[src/rtl/nfb_pkg.sv]
// Shared types and command codes for the NAND bus front end.
// Assumes an 8-bit bus; codes are compared against the synchronised byte.
package nfb_pkg;
    typedef enum logic [2:0] {
        ST_IDLE,
        ST_ADDR,
        ST_PDATA,
        ST_ECONF,
        ST_BUSY,
        ST_RDOUT
    } fe_state_t;

    typedef enum logic [1:0] {
        OP_READ,
        OP_PROG,
        OP_ERASE
    } op_kind_t;

    localparam logic [7:0] CMD_READ   = 8'h00;
    localparam logic [7:0] CMD_PLOAD  = 8'h80;
    localparam logic [7:0] CMD_PCONF  = 8'h10;
    localparam logic [7:0] CMD_ESETUP = 8'h60;
    localparam logic [7:0] CMD_ECONF  = 8'hD0;
    localparam logic [7:0] CMD_RESET  = 8'hFF;
endpackage

[src/rtl/nfb_sync.sv]
// Two-flop synchroniser, one chain per bit.
// Assumes each input stays stable for at least two clock periods; the reset
// value of each bit comes from INIT so that idle-high strobes start inactive.
module nfb_sync #(
    parameter int           W    = 1,
    parameter logic [W-1:0] INIT = '0
) (
    input  logic         clk,
    input  logic         rst_n,
    input  logic [W-1:0] d,
    output logic [W-1:0] q
);
    genvar i;
    generate
        for (i = 0; i < W; i++) begin : g_bit
            logic s1;
            logic s2;
            // bring bit i into the clock domain through two stages
            always_ff @(posedge clk) begin
                if (!rst_n) begin
                    s1 <= INIT[i];
                    s2 <= INIT[i];
                end else begin
                    s1 <= d[i];
                    s2 <= s1;
                end
            end
            assign q[i] = s2;
        end
    endgenerate
endmodule

[src/rtl/nfb_page_buf.sv]
// Page buffer standing in for the array: one write port, one combinational
// read port, and a whole-page fill to 0xFF used by erase and reset.
// Assumes addresses beyond DEPTH-1 are never written; such reads return 0xFF.
module nfb_page_buf #(
    parameter int DEPTH = 20,
    parameter int DW    = 8,
    parameter int AW    = 5
) (
    input  logic          clk,
    input  logic          rst_n,
    input  logic          wr_en,
    input  logic [AW-1:0] wr_addr,
    input  logic [DW-1:0] wr_data,
    input  logic          fill,
    input  logic [AW-1:0] rd_addr,
    output logic [DW-1:0] rd_data
);
    localparam logic [AW-1:0] LAST = AW'(DEPTH - 1);

    logic [DW-1:0] mem [DEPTH];

    // storage update: fill on reset or erase, otherwise single-byte write
    always_ff @(posedge clk) begin
        if (!rst_n || fill) begin
            for (int k = 0; k < DEPTH; k++) mem[k] <= '1;
        end else if (wr_en && wr_addr <= LAST) begin
            mem[wr_addr] <= wr_data;
        end
    end

    // read port with out-of-range guard
    always_comb begin
        rd_data = (rd_addr <= LAST) ? mem[rd_addr] : '1;
    end


    fill_all_chk: assert property (@(posedge clk) disable iff (!rst_n)
        fill |=> (mem[0] == '1 && mem[DEPTH-1] == '1));


    wr_store_chk: assert property (@(posedge clk) disable iff (!rst_n)
        (wr_en && !fill && wr_addr <= LAST) |=> (mem[$past(wr_addr)] == $past(wr_data)));
endmodule

[src/rtl/nfb_ctrl.sv]
// Command, address and data sequencer with column counter and busy timer.
// Takes synchronised strobe levels and detects edges itself. Assumes the bus
// byte is stable for three clocks around each write strobe rising edge.
module nfb_ctrl
    import nfb_pkg::*;
#(
    parameter int MAIN_COLS  = 16,
    parameter int SPARE_COLS = 4,
    parameter int ROW_BYTES  = 2,
    parameter int PROG_CYC   = 20,
    parameter int ERASE_CYC  = 30,
    parameter int READ_CYC   = 10,
    parameter int CW         = $clog2(MAIN_COLS + SPARE_COLS)
) (
    input  logic          clk,
    input  logic          rst_n,
    input  logic          ce_n_s,
    input  logic          cle_s,
    input  logic          ale_s,
    input  logic          we_n_s,
    input  logic          re_n_s,
    input  logic          wp_n_s,
    input  logic          se_s,
    input  logic [7:0]    io_s,
    input  logic [7:0]    rd_data,
    output logic          buf_wr_en,
    output logic          buf_fill,
    output logic [CW-1:0] col,
    output logic [7:0]    dout,
    output logic          oe,
    output logic          rb_low,
    output logic          done
);
    localparam int TOTAL   = MAIN_COLS + SPARE_COLS;
    localparam int MAX_AB  = (PROG_CYC > ERASE_CYC) ? PROG_CYC : ERASE_CYC;
    localparam int MAX_CYC = (MAX_AB > READ_CYC) ? MAX_AB : READ_CYC;
    localparam int CNT_W   = $clog2(MAX_CYC + 1);
    localparam int ACW     = $clog2(ROW_BYTES + 1);
    localparam logic [CW-1:0] LAST_MAIN = CW'(MAIN_COLS - 1);
    localparam logic [CW-1:0] LAST_ALL  = CW'(TOTAL - 1);
    localparam logic [7:0]    LAST_B    = 8'(TOTAL - 1);

    fe_state_t        state;
    op_kind_t         kind;
    logic [ACW-1:0]   addr_cnt;
    logic [CW-1:0]    col_hold;
    logic [CNT_W-1:0] cnt;
    logic             we_prev;
    logic             re_prev;

    logic             wr_stb, cmd_stb, adr_stb, dat_stb, rd_stb;
    logic [CW-1:0]    col_last, col_inc;

    // edge history of the two strobes
    always_ff @(posedge clk) begin
        if (!rst_n) begin
            we_prev <= 1'b1;
            re_prev <= 1'b1;
        end else begin
            we_prev <= we_n_s;
            re_prev <= re_n_s;
        end
    end

    // strobe decode and column step
    always_comb begin
        wr_stb   = !ce_n_s && we_n_s && !we_prev;
        cmd_stb  = wr_stb && cle_s && !ale_s;
        adr_stb  = wr_stb && ale_s && !cle_s;
        dat_stb  = wr_stb && !ale_s && !cle_s;
        rd_stb   = !ce_n_s && !re_n_s && re_prev;
        col_last = se_s ? LAST_ALL : LAST_MAIN;
        col_inc  = (col >= col_last) ? '0 : col + 1'b1;
    end

    // sequencer: phases, column counter, busy timer, read data register
    always_ff @(posedge clk) begin
        if (!rst_n) begin
            state    <= ST_IDLE;
            kind     <= OP_READ;
            addr_cnt <= '0;
            col      <= '0;
            col_hold <= '0;
            cnt      <= '0;
            dout     <= '0;
            done     <= 1'b0;
        end else begin
            done <= 1'b0;
            if (state == ST_BUSY) begin
                if (kind == OP_READ && ce_n_s) begin
                    state <= ST_IDLE;
                end else if (cnt == '0) begin
                    done  <= 1'b1;
                    state <= (kind == OP_READ) ? ST_RDOUT : ST_IDLE;
                end else begin
                    cnt <= cnt - 1'b1;
                end
            end else if (ce_n_s) begin
                if (state == ST_RDOUT) state <= ST_IDLE;
            end else if (cmd_stb) begin
                case (io_s)
                    CMD_RESET: state <= ST_IDLE;
                    CMD_READ: begin
                        state    <= ST_ADDR;
                        kind     <= OP_READ;
                        addr_cnt <= '0;
                    end
                    CMD_PLOAD: begin
                        state    <= ST_ADDR;
                        kind     <= OP_PROG;
                        addr_cnt <= '0;
                    end
                    CMD_ESETUP: begin
                        state    <= ST_ADDR;
                        kind     <= OP_ERASE;
                        addr_cnt <= ACW'(1);
                    end
                    CMD_PCONF: begin
                        if (state == ST_PDATA) begin
                            state <= wp_n_s ? ST_BUSY : ST_IDLE;
                            cnt   <= CNT_W'(PROG_CYC - 1);
                        end
                    end
                    CMD_ECONF: begin
                        if (state == ST_ECONF) begin
                            state <= wp_n_s ? ST_BUSY : ST_IDLE;
                            cnt   <= CNT_W'(ERASE_CYC - 1);
                        end
                    end
                    default: ;
                endcase
            end else if (adr_stb && state == ST_ADDR) begin
                if (addr_cnt == '0)
                    col_hold <= (io_s <= LAST_B) ? io_s[CW-1:0] : '0;
                if (addr_cnt == ACW'(ROW_BYTES)) begin
                    col <= col_hold;
                    case (kind)
                        OP_READ: begin
                            state <= ST_BUSY;
                            cnt   <= CNT_W'(READ_CYC - 1);
                        end
                        OP_PROG:  state <= ST_PDATA;
                        default:  state <= ST_ECONF;
                    endcase
                end else begin
                    addr_cnt <= addr_cnt + 1'b1;
                end
            end else if (dat_stb && state == ST_PDATA) begin
                col <= col_inc;
            end else if (rd_stb && state == ST_RDOUT) begin
                dout <= rd_data;
                col  <= col_inc;
            end
        end
    end

    // bus drive enable follows the read strobe level in the read-out phase
    always_ff @(posedge clk) begin
        if (!rst_n) oe <= 1'b0;
        else        oe <= (state == ST_RDOUT) && !ce_n_s && !re_n_s;
    end

    // buffer control and busy indication
    always_comb begin
        buf_wr_en = dat_stb && (state == ST_PDATA);
        buf_fill  = (state == ST_BUSY) && (kind == OP_ERASE) && (cnt == '0);
        rb_low    = (state == ST_BUSY);
    end

    // checker-side run length of the busy indication
    logic [CNT_W:0] chk_run;
    always_ff @(posedge clk) begin
        if (!rst_n)      chk_run <= '0;
        else if (rb_low) chk_run <= chk_run + 1'b1;
        else             chk_run <= '0;
    end

    function automatic int len_of(op_kind_t k);
        return (k == OP_PROG) ? PROG_CYC : (k == OP_ERASE) ? ERASE_CYC : READ_CYC;
    endfunction


    busy_len_chk: assert property (@(posedge clk) disable iff (!rst_n)
        done |-> (int'(chk_run) == len_of(kind)));


    oe_sel_chk: assert property (@(posedge clk) disable iff (!rst_n)
        oe |-> $past(!ce_n_s && state == ST_RDOUT));


    pe_hold_chk: assert property (@(posedge clk) disable iff (!rst_n)
        (state == ST_BUSY && kind != OP_READ && cnt != '0) |=> (state == ST_BUSY));


    wp_block_chk: assert property (@(posedge clk) disable iff (!rst_n)
        ($rose(rb_low) && kind != OP_READ) |-> $past(wp_n_s));


    col_range_chk: assert property (@(posedge clk) disable iff (!rst_n)
        col <= LAST_ALL);


    busy_quiet_chk: assert property (@(posedge clk) disable iff (!rst_n)
        rb_low |-> (!oe && !buf_wr_en));
endmodule

[src/rtl/nand_bus_front.sv]
// Top of the NAND bus front end: synchronises the pins, runs the sequencer
// and holds the page buffer. Assumes clk is at least four times faster than
// the shortest strobe pulse and that io_in is stable around write strobes.
module nand_bus_front #(
    parameter int MAIN_COLS  = 16,
    parameter int SPARE_COLS = 4,
    parameter int ROW_BYTES  = 2,
    parameter int PROG_CYC   = 20,
    parameter int ERASE_CYC  = 30,
    parameter int READ_CYC   = 10
) (
    input  logic       clk,
    input  logic       rst_n,
    input  logic       ce_n,
    input  logic       cle,
    input  logic       ale,
    input  logic       we_n,
    input  logic       re_n,
    input  logic       wp_n,
    input  logic       spare_en,
    input  logic [7:0] io_in,
    output logic [7:0] io_out,
    output logic       io_oe,
    output logic       rb_low,
    output logic       op_done
);
    localparam int TOTAL = MAIN_COLS + SPARE_COLS;
    localparam int CW    = $clog2(TOTAL);

    logic [6:0]    pins_s;
    logic [7:0]    io_s;
    logic [7:0]    rd_data;
    logic [CW-1:0] col;
    logic          buf_wr_en, buf_fill;

    nfb_sync #(.W(7), .INIT(7'b1001100)) u_pin_sync (
        .clk(clk), .rst_n(rst_n),
        .d({ce_n, cle, ale, we_n, re_n, wp_n, spare_en}),
        .q(pins_s)
    );

    nfb_sync #(.W(8), .INIT(8'h00)) u_bus_sync (
        .clk(clk), .rst_n(rst_n), .d(io_in), .q(io_s)
    );

    nfb_ctrl #(
        .MAIN_COLS(MAIN_COLS), .SPARE_COLS(SPARE_COLS), .ROW_BYTES(ROW_BYTES),
        .PROG_CYC(PROG_CYC), .ERASE_CYC(ERASE_CYC), .READ_CYC(READ_CYC), .CW(CW)
    ) u_ctrl (
        .clk(clk), .rst_n(rst_n),
        .ce_n_s(pins_s[6]), .cle_s(pins_s[5]), .ale_s(pins_s[4]),
        .we_n_s(pins_s[3]), .re_n_s(pins_s[2]), .wp_n_s(pins_s[1]),
        .se_s(pins_s[0]), .io_s(io_s), .rd_data(rd_data),
        .buf_wr_en(buf_wr_en), .buf_fill(buf_fill), .col(col),
        .dout(io_out), .oe(io_oe), .rb_low(rb_low), .done(op_done)
    );

    nfb_page_buf #(.DEPTH(TOTAL), .DW(8), .AW(CW)) u_buf (
        .clk(clk), .rst_n(rst_n),
        .wr_en(buf_wr_en), .wr_addr(col), .wr_data(io_s),
        .fill(buf_fill), .rd_addr(col), .rd_data(rd_data)
    );
endmodule

[config.mk]
export PLATFORM = sky130hd
export DESIGN_NAME = nand_bus_front
export DESIGN_NICKNAME = d
export VERILOG_FILES = /design/src/rtl/nfb_pkg.sv /design/src/rtl/nfb_sync.sv /design/src/rtl/nfb_page_buf.sv /design/src/rtl/nfb_ctrl.sv /design/src/rtl/nand_bus_front.sv
export SDC_FILE = /design/constraint.sdc
export NUM_CORES = 1
export LEC_CHECK = 0
export BUFFER_PORTS_ARGS = -buffer_cell sky130_fd_sc_hd__buf_2
export CAP_MARGIN = 0
export CORE_MARGIN = 2
export CORE_UTILIZATION = 50
export CTS_BUF_LIST = sky130_fd_sc_hd__clkbuf_8
export DETAILED_ROUTE_END_ITERATION = 12
export PLACE_DENSITY = 0.7
export SLEW_MARGIN = 20
export SYNTH_ARGS = -nofsm -noshare
export SYNTH_HDL_FRONTEND = slang
export SYNTH_SLANG_ARGS = --single-unit
[constraint.sdc]
create_clock -name clk -period 5.8 [get_ports clk]
set_input_delay 1.16 -clock clk [delete_from_list [all_inputs] [get_ports clk]]
set_output_delay 1.16 -clock clk [all_outputs]
set_load 0.005 [all_outputs]
==> impl_metrics.tcl <==
set metrics [dict create \
    status "completed" \
    detail_route.first_pass.iterations 7 \
    detailed_place_hpwl_um 18370 \
    worst_endpoint_required_time_ps 6010 \
    switching_power_mw 1.059 \
    port-buffer-count 27 \
    synth_edf_count 256 \
    seq_area_frac_synth_pct 64.56 \
    depth_of_the_worst_hold_timing_path 1 \
    async_flop_share_pct 0 \
    crit_buf_inv 3 \
    timing.critical_path.from_type "flip-flop" \
    chipWidth_um 171.6 \
    post_cts_resized 0 \
    grt_pass1_wl_um 47030 \
    finClkSkew_ps 32.46 \
    initial_cell_density_of_the_core_pct 50.70 \
    min_delay_worst_endpoint "u_pin_sync.g_bit[6].s2" \
    synth_simple_gate_area_share_pct 14.62 \
    setup_viol_count_final 0 \
    largest_family_of_logic_cells_by_synthesized_area "simple AND/OR/NAND/NOR gates" \
    ctsLongestPathBuffers 3 \
    critPathKind "reg -> reg" \
    crit_chain "or3b_2 -> inv_1 -> a41oi_1 -> buf_4 -> nor3b_2 -> nand2_1 -> buf_4 -> o21ai_0" \
    postCtsSetupBuffers 0 \
    ff2ff_setup_slack_ps 1850 \
    synth_compound_area_share_pct 5.363 \
    cts-buffers-inserted 53 \
    rows 61 \
    vias 8695 \
    ys_ff_latch 325 \
    critical_path.reg2reg.startpoint "u_ctrl.state[0]" \
    critPathSlowestCell "sky130_fd_sc_hd__o21ai_0" \
    power.share.combinational_pct 4.3 \
    worst_hold_path_type "reg -> reg" \
    post_synth_xor_area_fraction_pct 0.1247 \
    numClockSinks 325 \
    max_slew_margin_pct 27.13 \
    fin_crit_ps 3948 \
    netSwitchingFraction_pct 22.87 \
    syn_area_um2 14050 \
    synth_cells 997 \
    grt_pass1_vias 8590 \
    cts_hold_buffers 0 \
    unrepaired_setup_endpoints_after_global_routing "false" \
    min-delay-start "u_pin_sync.g_bit[6].s1" \
    drt-initial-drc-count 601 \
    drive_gt1_share_pct 17.43 \
    finalHoldViolations 0 \
    p_leak_nw 4.741 \
    worstReg2RegEnd "u_buf.mem[0][0]" \
    tightest_slew_ps 1082 \
    synth.lib_cells_used.distinct 60 \
    post_drt_wl_per_cell_um 19.75 \
    route.antenna.remaining_nets 0 \
    io-pin-count 28 \
    timing.critical_path.mode_cell "sky130_fd_sc_hd__buf_4" \
    crit_path_max_fanout 24 \
    final-max-slew-violation-count 0 \
    insertedDiodeCount 0 \
    fmax_mhz 253.3 \
    pwr_density_cell_nw_per_um2 292.1 \
    drc_errors 0 \
    critical_path.endpoint_type "flip-flop" \
    num-nets-final 1136 \
    pnr_total_power_mw 4.631 \
    pwr-share-clk_pct 39.7 \
    synthAdderAreaFrac_pct 0.9799 \
    detail_route.vias_per_cell 5.679 \
    leading_register_cell_type_out_of_synthesis "sky130_fd_sc_hd__edfxtp_1" \
    totalNegativeSetupSlack_ps 0 \
    post-route-period-util_pct 68.07 \
    internal-power_mw 3.572 \
    worst_ir_drop_vdd_v 0.0001711 \
    seqPwrFrac_pct 56.0 \
    final_util_pct 57.22 \
    multiplexer_area_fraction_after_synthesis_pct 11.38 \
    cts_max_level 2 \
    dieHeight_um 171.6 \
    groute.usage.overall_pct 21.05 \
    wirelength_um 30240 \
    grt_overflow 0 \
    fillerInstances 2245 \
    ff2ff_path_depth 8 \
    clkTransAtPathRegs_ps 60 \
    mostFrequentLayoutCell "sky130_fd_sc_hd__edfxtp_1" \
    timing.critical_path.slowest_cell_delay_ps 860 \
    cpLargestDelayFamily "compound AO/OA/AOI/OAI gates" \
    layout-area-overhead-vs-synth_pct 12.87 \
    synth-warning-count 0 \
    max-cap-violations 0 \
    cp.arrival_ps 4160 \
    place.gp.congestion 0.8498 \
    number_of_antenna_violations_at_the_first_check_in_global_routing 0 \
    pin_count_of_the_biggest_net_entering_global_routing 57 \
    floorplan.core_area_um2 27710 \
    layout.cells.most_common_list "256 x sky130_fd_sc_hd__edfxtp_1, 164 x sky130_fd_sc_hd__or3_1, 96 x sky130_fd_sc_hd__conb_1, 66 x sky130_fd_sc_hd__mux4_2, 65 x sky130_fd_sc_hd__dfxtp_1" \
    area_of_the_die_um2 29450 \
    cts_tree "yes" \
    insertion_delay_ps 590 \
    syn_avg_cell_area_um2 14.09 \
    clockRootBuffer "sky130_fd_sc_hd__clkbuf_8" \
]
cell type report:
class / instances / area (µm²) / area share (%)
clock buffers: 60 / 825.8 / 5.209
inverters: 17 / 63.81 / 0.4025
well taps: 378 / 473.0 / 2.983
flip-flops and latches: 325 / 9076 / 57.25
repair buffers: 51 / 315.3 / 1.989
multi-input cells: 660 / 4926 / 31.07
clock inverters: 40 / 173.9 / 1.097
through the flow:
step	setup slack, ps	instance area [µm²]	hold WS (ps)	cells
after global routing	1568	15850	429.3	1531
after floorplan	2756	14400	386.3	1092
final	1852	15850	418.6	1531
after global placement	1705	14850	394.7	1431
after detailed placement	1500	14850	398.5	1431
after CTS	1775	15850	424.1	1531
cells in the mapped netlist, types with 7 or more instances:
| master | n | area (µm²) |
|---|---|---|
| sky130_fd_sc_hd__a211oi_1 | 10 | 75.07 |
| sky130_fd_sc_hd__a21oi_1 | 25 | 125.1 |
| sky130_fd_sc_hd__a32o_1 | 7 | 70.07 |
| sky130_fd_sc_hd__and2_1 | 27 | 168.9 |
| sky130_fd_sc_hd__buf_2 | 10 | 50.05 |
| sky130_fd_sc_hd__clkbuf_1 | 77 | 289.0 |
| sky130_fd_sc_hd__dfxtp_1 | 69 | 1381 |
| sky130_fd_sc_hd__edfxtp_1 | 256 | 7687 |
| sky130_fd_sc_hd__ha_1 | 11 | 137.6 |
| sky130_fd_sc_hd__inv_1 | 17 | 63.81 |
| sky130_fd_sc_hd__mux2i_1 | 10 | 100.1 |
| sky130_fd_sc_hd__mux4_2 | 66 | 1486 |
| sky130_fd_sc_hd__nand2_1 | 55 | 206.5 |
| sky130_fd_sc_hd__nand2b_1 | 17 | 106.4 |
| sky130_fd_sc_hd__nand3_1 | 17 | 85.08 |
| sky130_fd_sc_hd__nand4_1 | 8 | 50.05 |
| sky130_fd_sc_hd__nor2_1 | 26 | 97.59 |
| sky130_fd_sc_hd__nor3_1 | 13 | 65.06 |
| sky130_fd_sc_hd__o21ai_0 | 40 | 200.2 |
| sky130_fd_sc_hd__or3_1 | 164 | 1026 |
sequential cells by signal, indices dropped and copies added (netlist names), 3 cells and up, named ones only:
name,count
u_buf.mem,256
u_bus_sync.g_bit.s1,8
u_bus_sync.g_bit.s2,8
u_ctrl.cnt,5
u_ctrl.col,5
u_ctrl.col_hold,5
u_ctrl.dout,8
u_ctrl.state,3
u_pin_sync.g_bit.s1,7
u_pin_sync.g_bit.s2,7
power by group through the flow:
stage | registers, mW | logic (mW) | clock network, mW
floorplan | 2.63 | 0.142 | 0
global placement | 2.64 | 0.193 | 0
detailed placement | 2.64 | 0.198 | 0
CTS | 2.59 | 0.199 | 1.88
global route | 2.60 | 0.221 | 1.98
finish | 2.59 | 0.200 | 1.84
routing by layer:
| layer | vias to the layer above | wire length (µm) | GRT usage, % |
|---|---|---|---|
| met5 | - | 0 | 0 |
| met3 | 64 | 2331 | 4.234 |
| met1 | 4314 | 12630 | 28.75 |
| met4 | 0 | 893 | 7.369 |
| met2 | 331 | 14390 | 33.79 |
| li1 | 3986 | - | - |
worst max-delay path by stage:
stage               depth (start not counted)                to  slack [ps]       startpoint
floorplan                                   6  u_buf.mem[14][0]        2760            rst_n
global placement                            8   u_buf.mem[5][3]        1700            rst_n
detailed placement                          8   u_buf.mem[5][3]        1500            rst_n
CTS                                         8   u_buf.mem[5][3]        1770  u_ctrl.state[0]
global route                                8   u_buf.mem[0][0]        1570  u_ctrl.state[0]
finish                                      8   u_buf.mem[0][0]        1850  u_ctrl.state[0]
cell families after synthesis:
group,count (synthesis)
simple gates,358
flops,325
compound gates,116
buf+inv,107
mux,77
fa+ha+maj,11
xor+xnor,2
other cells,1
Power figures use the tool's default switching activity.
